**config.mk**
```make
export PLATFORM = sky130hd
export DESIGN_NAME = sync_serial_xcvr
export DESIGN_NICKNAME = d
export VERILOG_FILES = /design/src/rtl/ssp_pkg.sv /design/src/rtl/ssp_cfg_reg.sv /design/src/rtl/ssp_sck_unit.sv /design/src/rtl/ssp_shifter.sv /design/src/rtl/sync_serial_xcvr.sv
export SDC_FILE = /design/constraint.sdc
export NUM_CORES = 1
export LEC_CHECK = 0
export ABC_AREA = 1
export BUFFER_PORTS_ARGS = -buffer_cell sky130_fd_sc_hd__clkbuf_2
export CAP_MARGIN = 40
export CORE_MARGIN = 2
export CORE_UTILIZATION = 50
export CTS_BUF_LIST = sky130_fd_sc_hd__clkbuf_8 sky130_fd_sc_hd__clkbuf_16
export DETAILED_ROUTE_END_ITERATION = 7
export HOLD_SLACK_MARGIN = 0.06
export PLACE_DENSITY = 0.79
export RECOVER_POWER = 100
export SYNTH_ARGS = -nofsm -noshare
export SYNTH_HDL_FRONTEND = slang
export SYNTH_SLANG_ARGS = --single-unit
```
**constraint.sdc**
```tcl
create_clock -name clk -period 1.7 [get_ports clk]
set_input_delay 0.085 -clock clk [delete_from_list [all_inputs] [get_ports clk]]
set_output_delay 0.085 -clock clk [all_outputs]
set_load 0.1 [all_outputs]
```
**src/rtl/ssp_pkg.sv**
```systemverilog
package ssp_pkg;

  localparam int CSEL_W = 3;

  typedef struct packed {
    logic              phase;
    logic              pol;
    logic [CSEL_W-1:0] sel;
  } ssp_cfg_t;

  // serial clock rests high for polarity 0, low for polarity 1
  function automatic logic idle_lvl(input logic pol);
    return ~pol;
  endfunction

endpackage

```
**src/rtl/ssp_cfg_reg.sv**
```systemverilog
module ssp_cfg_reg
  import ssp_pkg::*;
(
  input  logic       clk,
  input  logic       rst_n,
  input  logic       en,
  input  logic       wr,
  input  logic [7:0] wdata,
  output ssp_cfg_t   cfg,
  output logic [7:0] cfg_byte
);

  localparam int PHASE_BIT = 7;
  localparam int POL_BIT   = 6;

  ssp_cfg_t cfg_q;

  always_ff @(posedge clk or negedge rst_n) begin
    if (!rst_n) begin
      cfg_q <= '0;
    end else if (wr && !en) begin
      cfg_q.phase <= wdata[PHASE_BIT];
      cfg_q.pol   <= wdata[POL_BIT];
      cfg_q.sel   <= wdata[CSEL_W-1:0];
    end
  end

  assign cfg = cfg_q;

  always_comb begin
    cfg_byte                = '0;
    cfg_byte[PHASE_BIT]     = cfg_q.phase;
    cfg_byte[POL_BIT]       = cfg_q.pol;
    cfg_byte[CSEL_W-1:0]    = cfg_q.sel;
  end

endmodule

```
**src/rtl/ssp_sck_unit.sv**
```systemverilog
module ssp_sck_unit
  import ssp_pkg::*;
#(
  parameter int SYNC_STAGES = 2
) (
  input  logic              clk,
  input  logic              rst_n,
  input  logic              busy,
  input  logic              start,
  input  logic [CSEL_W-1:0] sel,
  input  logic              pol,
  input  logic              expect_lead,
  input  logic              sck_in,
  output logic              evt,
  output logic              master,
  output logic              sck_drv
);

  localparam int HP_W = (1 << CSEL_W) - 2;
  localparam logic [CSEL_W-1:0] SLAVE_CODE = '1;

  logic [HP_W-1:0] hp_cnt;
  logic [HP_W-1:0] half_m1;
  logic            m_evt;
  logic            s_evt;
  logic            sck_q;
  logic            idle;

  assign master  = (sel != SLAVE_CODE);
  assign idle    = idle_lvl(pol);
  assign half_m1 = HP_W'((1 << sel) - 1);

  // master half-period divider
  assign m_evt = busy && (hp_cnt == half_m1);

  always_ff @(posedge clk or negedge rst_n) begin
    if (!rst_n) begin
      hp_cnt <= '0;
    end else if (start || !busy || m_evt) begin
      hp_cnt <= '0;
    end else begin
      hp_cnt <= hp_cnt + 1'b1;
    end
  end

  always_ff @(posedge clk or negedge rst_n) begin
    if (!rst_n) begin
      sck_q <= 1'b1;
    end else if (start) begin
      sck_q <= idle;
    end else if (master && m_evt) begin
      sck_q <= ~sck_q;
    end
  end

  assign sck_drv = (busy && master) ? sck_q : idle;

  // slave synchronizer and edge detect
  logic [SYNC_STAGES:0] sync_q;
  logic                 s_lvl;
  logic                 s_edge;

  always_ff @(posedge clk or negedge rst_n) begin
    if (!rst_n) begin
      sync_q <= '0;
    end else begin
      sync_q <= {sync_q[SYNC_STAGES-1:0], sck_in};
    end
  end

  assign s_lvl  = sync_q[SYNC_STAGES-1];
  assign s_edge = s_lvl ^ sync_q[SYNC_STAGES];
  assign s_evt  = busy && s_edge && ((s_lvl != idle) == expect_lead);

  assign evt = master ? m_evt : s_evt;

endmodule

```
**src/rtl/ssp_shifter.sv**
```systemverilog
module ssp_shifter #(
  parameter int DATA_W = 8
) (
  input  logic              clk,
  input  logic              rst_n,
  input  logic              en,
  input  logic              start,
  input  logic [DATA_W-1:0] tx_data,
  input  logic              phase,
  input  logic              evt,
  input  logic              si,
  output logic              so,
  output logic              busy,
  output logic              expect_lead,
  output logic [DATA_W-1:0] rx_data,
  output logic              rx_valid
);

  localparam int N_EVT = 2 * DATA_W;
  localparam int EV_W  = $clog2(N_EVT);
  localparam logic [EV_W-1:0] LAST_EVT  = EV_W'(N_EVT - 1);
  localparam logic [EV_W-1:0] LAST_LEAD = EV_W'(N_EVT - 2);

  logic [EV_W-1:0]   ev_cnt;
  logic [DATA_W-1:0] tx_sr;
  logic [DATA_W-1:0] rx_sr;
  logic              last_evt;
  logic              sample;
  logic              shift_out;
  logic              last_sample;

  assign expect_lead = ~ev_cnt[0];
  assign last_evt    = (ev_cnt == LAST_EVT);
  assign sample      = phase ? expect_lead : ~expect_lead;
  assign shift_out   = phase ? (~expect_lead && !last_evt) : expect_lead;
  assign last_sample = phase ? (ev_cnt == LAST_LEAD) : last_evt;

  always_ff @(posedge clk or negedge rst_n) begin
    if (!rst_n) begin
      busy     <= 1'b0;
      ev_cnt   <= '0;
      so       <= 1'b1;
      tx_sr    <= '0;
      rx_sr    <= '0;
      rx_data  <= '0;
      rx_valid <= 1'b0;
    end else if (!en) begin
      busy     <= 1'b0;
      ev_cnt   <= '0;
      so       <= 1'b1;
      rx_valid <= 1'b0;
    end else begin
      rx_valid <= 1'b0;
      if (start) begin
        busy   <= 1'b1;
        ev_cnt <= '0;
        if (phase) begin
          so    <= tx_data[DATA_W-1];
          tx_sr <= tx_data << 1;
        end else begin
          tx_sr <= tx_data;
        end
      end else if (busy && evt) begin
        ev_cnt <= last_evt ? '0 : ev_cnt + 1'b1;
        if (last_evt) begin
          busy <= 1'b0;
        end
        if (shift_out) begin
          so    <= tx_sr[DATA_W-1];
          tx_sr <= tx_sr << 1;
        end
        if (sample) begin
          rx_sr <= {rx_sr[DATA_W-2:0], si};
          if (last_sample) begin
            rx_data  <= {rx_sr[DATA_W-2:0], si};
            rx_valid <= 1'b1;
          end
        end
      end
    end
  end

endmodule

```
**src/rtl/sync_serial_xcvr.sv**
```systemverilog
module sync_serial_xcvr
  import ssp_pkg::*;
#(
  parameter int DATA_W      = 8,
  parameter int SYNC_STAGES = 2
) (
  input  logic              clk,
  input  logic              rst_n,
  input  logic              en,
  input  logic              cfg_wr,
  input  logic [7:0]        cfg_wdata,
  output logic [7:0]        cfg_q,
  input  logic              tx_valid,
  output logic              tx_ready,
  input  logic [DATA_W-1:0] tx_data,
  output logic              rx_valid,
  output logic [DATA_W-1:0] rx_data,
  input  logic              sck_in,
  output logic              sck_out,
  output logic              sck_oe,
  output logic              so,
  input  logic              si
);

  ssp_cfg_t cfg;
  logic     busy;
  logic     start;
  logic     evt;
  logic     expect_lead;
  logic     master;

  ssp_cfg_reg u_cfg (
    .clk      (clk),
    .rst_n    (rst_n),
    .en       (en),
    .wr       (cfg_wr),
    .wdata    (cfg_wdata),
    .cfg      (cfg),
    .cfg_byte (cfg_q)
  );

  assign tx_ready = en && !busy;
  assign start    = tx_valid && tx_ready;

  ssp_sck_unit #(
    .SYNC_STAGES (SYNC_STAGES)
  ) u_sck (
    .clk         (clk),
    .rst_n       (rst_n),
    .busy        (busy),
    .start       (start),
    .sel         (cfg.sel),
    .pol         (cfg.pol),
    .expect_lead (expect_lead),
    .sck_in      (sck_in),
    .evt         (evt),
    .master      (master),
    .sck_drv     (sck_out)
  );

  assign sck_oe = en && master;

  ssp_shifter #(
    .DATA_W (DATA_W)
  ) u_shift (
    .clk         (clk),
    .rst_n       (rst_n),
    .en          (en),
    .start       (start),
    .tx_data     (tx_data),
    .phase       (cfg.phase),
    .evt         (evt),
    .si          (si),
    .so          (so),
    .busy        (busy),
    .expect_lead (expect_lead),
    .rx_data     (rx_data),
    .rx_valid    (rx_valid)
  );

endmodule

```
==> reports/results.ini, run 1 <==
[outcome]
status = finished, violations left
violations = setup timing

[clock_tree]
numCtsBuffers = 5
clock-sinks = 45
clkSlewWorstSetupHoldPaths_ns = 0.08
clock-root-buffer = clkbuf_8
htreeDepth = 2
cts_tree = built
clk_latency_ns = 0.29
clockBufferDepth = 2

[sta]
finalCritPeriodShare_pct = 106
finalHoldViolations = 0
fin_skew_ns = 0.00539
setup_ws_ns = -0.103
period_needed_ns = 1.80
rsz0062_at_grt = yes
setup_viol = 31
tightest_slew_ns = 1.09
fmaxAchievable_ghz = 0.555
slew_violations = 0
maxSlewHeadroom_pct = 27.3

[pwr]
power.density_nw_per_um2 = 1020
power.total_w = 0.00315
p_int_w = 0.00194
sequentialPowerShare_pct = 43.0
pwr-share-clk_pct = 23.3
p_sw_share_pct = 38.5
vdd_drop_max_mv = 0.630
leakagePower_nw = 1.54
power_frac_comb_pct = 33.7
p_sw_w = 0.00121

[run]
max_cap_viol_count = 0

[critical_path]
cp_cell_sequence = nor2_4 -> nand2_1 -> nand2_1 -> nand3_1 -> nor2_4 -> nand3_4 -> nand2_4 -> nand2_4 -> nand2_1 -> o21ai_2
slowest_delay_ns = 0.52
path_buf_inv = 0
crit_type = register to register
reg2reg_depth = 10
reg2reg_from = u_cfg.cfg[1]$_DFFE_PN0P_
crit_path_start = u_cfg.cfg[1]$_DFFE_PN0P_
end_kind = register
cpLargestDelayFamily = simple AND/OR/NAND/NOR gates
cp_slowest_cell = dfrtp_4
start_kind = register
worstReg2RegEnd = u_shift.rx_sr[1]$_DFFE_PN0P_
worstPathMaxFanout = 14
cpMostUsedCell = nand2_1
critPathArrivalTime_ns = 1.99
reg2reg_setup_slack_ns = -0.10
worst-path-stages = 10
crit_required_ns = 1.89

[routing]
antenna_left = 0
drc_errors = 0
via_per_inst = 5.14
drtPass1Iterations = 6
drtIter0Drc = 124
detail_route.wl_per_cell_um = 12.9
drt-total-wl_um = 5280
dr_total_vias = 2103

[placement]
gp_congestion = 0.850
numPortBuffers = 37
post_dp_cell_area_um2 = 2780
place_hpwl_um = 3580

[global_route]
track_usage_pct = 21.2
grt_remaining_overflow = 0
grt_max_degree = 28
grt_pass1_wl_um = 8910
grt_antenna_before_repair = 0
grt_pass1_vias = 2056

[floorplan]
pin_count = 44
num_rows = 25
die_area_um2 = 5340
initial_core_util_pct = 51.2
fp.coreArea_um2 = 4660
chipHeight_um = 73.1
die_w_um = 73.1

[final_layout]
nNetsFinal = 380
antenna_cells = 0
syn_to_final_growth_pct = 29.5
final_area_um2 = 3090
drive_above_1_share_pct = 32.4

[synth]
ys_ff_latch = 45
synth_cells = 289
synth_area_um2 = 2390
yosys.cell_types.count = 34
synth_area_per_cell_um2 = 8.26
synth-warning-count = 0
synth-seq-area-share_pct = 47.3

[min_path]
hold-path-cell-count = 5
hold_class = primary input to register
worstHoldStart = tx_valid
min_to = u_sck.sck_q$_DFFE_PN1P_

## state kept, by name, indices dropped and copies added, names as in the netlist, 3 cells and up
signal	count
u_sck.hp_cnt	6
u_sck.sync_q	3
u_shift.rx_sr	7
u_shift.rx_data	8
u_cfg.cfg	5
u_shift.tx_sr	8
u_shift.ev_cnt	4
## layout make-up
class	instances	area (um^2)
tap	54	67.6
timing repair buffer	66	474
clock buffer	7	96.3
multi-input combinational	203	1170
inverter	33	126
clock inverter	1	8.76
sequential	45	1140
fill	379	1570
## cell usage after synthesis (all sizes together)
cell | count | area [um^2]
nand2 | 87 | 347
dfrtp | 43 | 1080
nor2 | 35 | 141
inv | 33 | 126
o21ai | 22 | 163
nand3 | 17 | 115
buf | 8 | 65.1
nand4 | 8 | 50.1
a21oi | 7 | 35.0
xor2 | 5 | 43.8
o31ai | 4 | 30.0
clkbuf | 3 | 11.3
ha | 3 | 37.5
dfstp | 2 | 52.6
nor3 | 2 | 21.3
nor3b | 2 | 15.0
xnor2 | 2 | 17.5
a31oi | 1 | 6.26
and2 | 1 | 6.26
conb | 1 | 3.75
mux2 | 1 | 11.3
nor4 | 1 | 6.26
o22ai | 1 | 6.26
## power by group through the flow
stage | sequential, W | combinational [W] | clock, W
final | 0.00135 | 0.00106 | 0.000734
after global routing | 0.00138 | 0.00116 | 0.000802
after CTS | 0.00135 | 0.00103 | 0.000751
after detailed placement | 0.00136 | 0.000991 | 0
after global placement | 0.00136 | 0.000969 | 0
after floorplan | 0.00147 | 0.000629 | 0
## worst reg2reg max path: cells and delay by family, from the launching register on
family / cells / cell delay, ns
AND/OR/NAND/NOR: 9 / 1.12
AO/OA/AOI/OAI: 1 / 0.06
flip-flops: 1 / 0.52
## placed cells by master, fill, tap and decap left out, types with 4 or more instances in the layout
| cell type | n |
|---|---|
| nand2_2 | 8 |
| nand3_4 | 5 |
| o21ai_0 | 8 |
| nand3_1 | 12 |
| dfrtp_1 | 38 |
| nor2_4 | 5 |
| nand2_1 | 76 |
| xor2_1 | 5 |
| o31ai_1 | 4 |
| dlygate4sd3_1 | 9 |
| nor2_1 | 30 |
| o21ai_2 | 14 |
| clkbuf_8 | 7 |
| a21oi_1 | 6 |
| nand4_1 | 8 |
| clkbuf_2 | 34 |
| inv_1 | 29 |
| buf_4 | 17 |
## per-stage QoR
stage / hold WS, ns / util [%] / setup WS, ns / instances / setup TNS [ns]
2_1_floorplan: -0.211 / - / -0.170 / 291 / -3.37
3_3_place_gp: 0.0766 / 59.6 / -0.0580 / 387 / -0.681
3_5_place_dp: 0.0768 / 59.6 / -0.116 / 387 / -1.18
4_1_cts: 0.106 / 65.4 / -0.0145 / 407 / -0.0479
5_1_grt: 0.115 / 66.3 / -0.216 / 409 / -5.77
6_report: 0.107 / 66.3 / -0.103 / 409 / -1.67
## cell families after synthesis
group	synth area share (%)
AOI/OAI and AO/OA	10.1
xor gates and xnor gates	2.57
adders and majority gates	1.57
buffers and inverters	8.49
DFF	47.3
muxes	0.472
other	0.157
and+or+nand+nor	29.4
## worst max-delay path by stage
stage                                     end  slack, ns
6_report         u_shift.rx_sr[1]$_DFFE_PN0P_      -0.10
4_1_cts          u_shift.rx_sr[1]$_DFFE_PN0P_      -0.01
3_3_place_gp     u_shift.rx_sr[3]$_DFFE_PN0P_      -0.06
2_1_floorplan  u_shift.rx_data[1]$_DFFE_PN0P_      -0.17
5_1_grt         u_shift.ev_cnt[2]$_DFFE_PN0P_      -0.22
3_5_place_dp     u_shift.rx_sr[1]$_DFFE_PN0P_      -0.12
## layer usage
| layer | track usage (%) | vias to the layer above | part of all wire [%] |
|---|---|---|---|
| met5 | 0 | - | 0 |
| met4 | 4.73 | 0 | 0.62 |
| met3 | 4.42 | 4 | 5.0 |
| met2 | 36.5 | 75 | 50 |
| met1 | 27.3 | 977 | 45 |
| li1 | - | 1047 | - |
## timing repair
item	in CTS	in global routing
pin swaps	2	2
cloned	1	0
setup endpoints to repair	25	32
buffers inserted	2	2
gates resized for setup	11	7
hold buffers	9	0
hold endpoints to repair	24	0
Power figures use the tool's default switching activity.
==> run 2, diff against run 1 <==
--- a/config.mk
+++ b/config.mk
@@ -6,6 +6,7 @@
 export NUM_CORES = 1
 export LEC_CHECK = 0
 export ABC_AREA = 1
+export ABC_CLOCK_PERIOD_IN_PS = 1700
 export BUFFER_PORTS_ARGS = -buffer_cell sky130_fd_sc_hd__clkbuf_2
 export CAP_MARGIN = 40
 export CORE_MARGIN = 2
==> constraint.sdc (replaced) <==
create_clock -name clk -period 1.7 [get_ports clk]
set_input_delay 0.085 -clock clk [delete_from_list [all_inputs] [get_ports clk]]
set_output_delay 0.085 -clock clk [all_outputs]
set_load 0.05 [all_outputs]
==> reports/results.ini, run 2 (synthesis gave the netlist of run 1 again) <==
[pwr]
vdd_drop_max_mv = 0.623  ; -1.1%
power.density_nw_per_um2 = 949  ; -6.9%
leakagePower_nw = 1.55  ; +0.22%

[routing]
via_per_inst = 4.99  ; -2.9%
dr_total_vias = 2042  ; -2.9%
antenna_left = 0  ; unchanged
drt-total-wl_um = 5190  ; -1.7%
drc_errors = 0  ; unchanged
drtIter0Drc = 132  ; +6.5%
drtPass1Iterations = 4  ; -2
detail_route.wl_per_cell_um = 12.7  ; -1.7%

[final_layout]
fin_util_pct = 65.5  ; -0.78 points
top_regs = u_shift.rx_data (8), u_shift.tx_sr (8), u_shift.rx_sr (7)
final_common_cell = nand2_1
final_cell_mix = nand2_1, dfrtp_1, clkbuf_2, inv_1, nor2_1
syn_to_final_growth_pct = 27.9
antenna_cells = 0  ; unchanged
drive_above_1_share_pct = 32.4  ; unchanged
nNetsFinal = 380  ; unchanged

[clock_tree]
clkSlewWorstSetupHoldPaths_ns = 0.09  ; about the same
cts_tree = built
htreeDepth = 2  ; unchanged
clockBufferDepth = 2  ; unchanged
numCtsBuffers = 5  ; unchanged
clock-root-buffer = clkbuf_8
clk_latency_ns = 0.31  ; +0.02 ns
clock-sinks = 45  ; unchanged

[global_route]
grt_antenna_before_repair = 0  ; unchanged
track_usage_pct = 20.7  ; -0.50 points
grt_max_degree = 28  ; unchanged
grt_remaining_overflow = 0  ; unchanged
grt_pass1_wl_um = 8380  ; -6.0%
grt_pass1_vias = 1848  ; -10%

[critical_path]
critPathArrivalTime_ns = 1.89  ; -0.10 ns
start_kind = register
cp_cell_sequence = ha_1 -> nor2_1 -> nor4_1 -> buf_4 -> nand3_4 -> nand2_2 -> o21ai_2
cpLargestDelayFamily = simple AND/OR/NAND/NOR gates
crit_required_ns = 1.91  ; +0.02 ns
end_kind = register
reg2reg_from = u_shift.ev_cnt[0]$_DFFE_PN0P_
path_buf_inv = 1  ; +1
reg2reg_setup_slack_ns = 0.01  ; +0.11 ns
slowest_delay_ns = 0.44  ; -0.08 ns
crit_path_start = u_shift.ev_cnt[0]$_DFFE_PN0P_
worstPathMaxFanout = 8  ; -6
crit_type = register to register
cp_slowest_cell = dfrtp_1

[floorplan]
initial_core_util_pct = 51.2  ; unchanged
num_rows = 25  ; unchanged
fp.coreArea_um2 = 4660  ; unchanged
die_area_um2 = 5340  ; unchanged
chipHeight_um = 73.1  ; unchanged
die_w_um = 73.1  ; unchanged
pin_count = 44  ; unchanged

[sta]
fmaxAchievable_ghz = 0.592  ; +6.8%
finalCritPeriodShare_pct = 99.3  ; -6.8 points
finalHoldViolations = 0  ; unchanged
maxSlewHeadroom_pct = 55.2  ; +28 points
rsz0062_at_grt = yes
slew_violations = 0  ; unchanged
fin_skew_ns = 0.00254  ; -0.00285 ns
tightest_slew_ns = 0.672  ; -0.418 ns
tns_ns = 0  ; +1.67 ns
setup_viol = 0  ; -100%
period_needed_ns = 1.69  ; -0.115 ns

[outcome]
status = finished clean

[placement]
numPortBuffers = 37  ; unchanged
gp_congestion = 0.832  ; -2.1%
place_hpwl_um = 3470  ; -3.2%

[min_path]
worstHoldStart = tx_data[7]
hold_class = primary input to register

[run]
max_cap_viol_count = 0  ; unchanged

-- run 2: layer usage --
layer / track usage [%] / part of all wire (%) / vias up
met3: 4.70 / 4.5 / 9
met1: 26.4 / 44 / 938
met5: 0 / 0 / -
met2: 33.1 / 50 / 52
met4: 9.88 / 1.9 / 0
li1: - / - / 1043
-- run 2: where the power goes --
| group | internal (W) | switching [W] |
|---|---|---|
| Clock | 0.000292 | 0.000392 |
| Combinational | 0.000316 | 0.000560 |
| Sequential | 0.00122 | 0.000115 |
-- run 2: area by class of cell --
class	count	area, um^2
Multi-Input combinational cell	203	1200
Fill cell	371	1610
Inverter	33	126
Tap cell	54	67.6
Sequential cell	45	1130
Timing Repair Buffer	66	442
Clock inverter	3	21.3
Clock buffer	5	68.8
-- run 2: what timing repair did --
action                                  CTS  global route
endpoints found under the setup margin   16            31
hold buffers                              9             0
pin swaps                                 1             8
resized for setup                         6            20
buffers inserted                          0             3
hold endpoints to repair                 32             0
gates cloned                              1             0
-- run 2: path summary, 6_finish.rpt --
check                                                 end  depth (start not counted)
setup / recovery           u_shift.rx_data[2]$_DFFE_PN0P_                          7
hold / removal                     u_shift.so$_DFFE_PN1P_                          5
setup reg to reg           u_shift.rx_data[2]$_DFFE_PN0P_                          7
hold reg to reg                 u_sck.sync_q[1]$_DFF_PN0_                          0
max in group asynchronous      u_shift.rx_valid$_DFF_PN0_                          3
min in group asynchronous    u_shift.tx_sr[2]$_DFFE_PN0P_                          2
-- run 2: worst min-delay path: stages --
cell	delay [ns]
clkbuf_2	0.08
inv_1	0.07
a21oi_1	0.08
nand4_1	0.08
nand2_1	0.05
-- run 2: metrics by stage --
stage | setup slack, ns | power (W) | hold WS [ns] | std cells | instance area [um^2]
after detailed placement | -0.0512 | 0.00215 | 0.151 | 388 | 2720
after CTS | -0.00541 | 0.00286 | 0.128 | 406 | 2940
final | 0.0115 | 0.00290 | 0.137 | 409 | 3050
after floorplan | -0.0773 | 0.00192 | -0.211 | 291 | 2410
after global placement | -0.0226 | 0.00213 | 0.145 | 388 | 2720
after global routing | -0.119 | 0.00307 | 0.174 | 409 | 3050
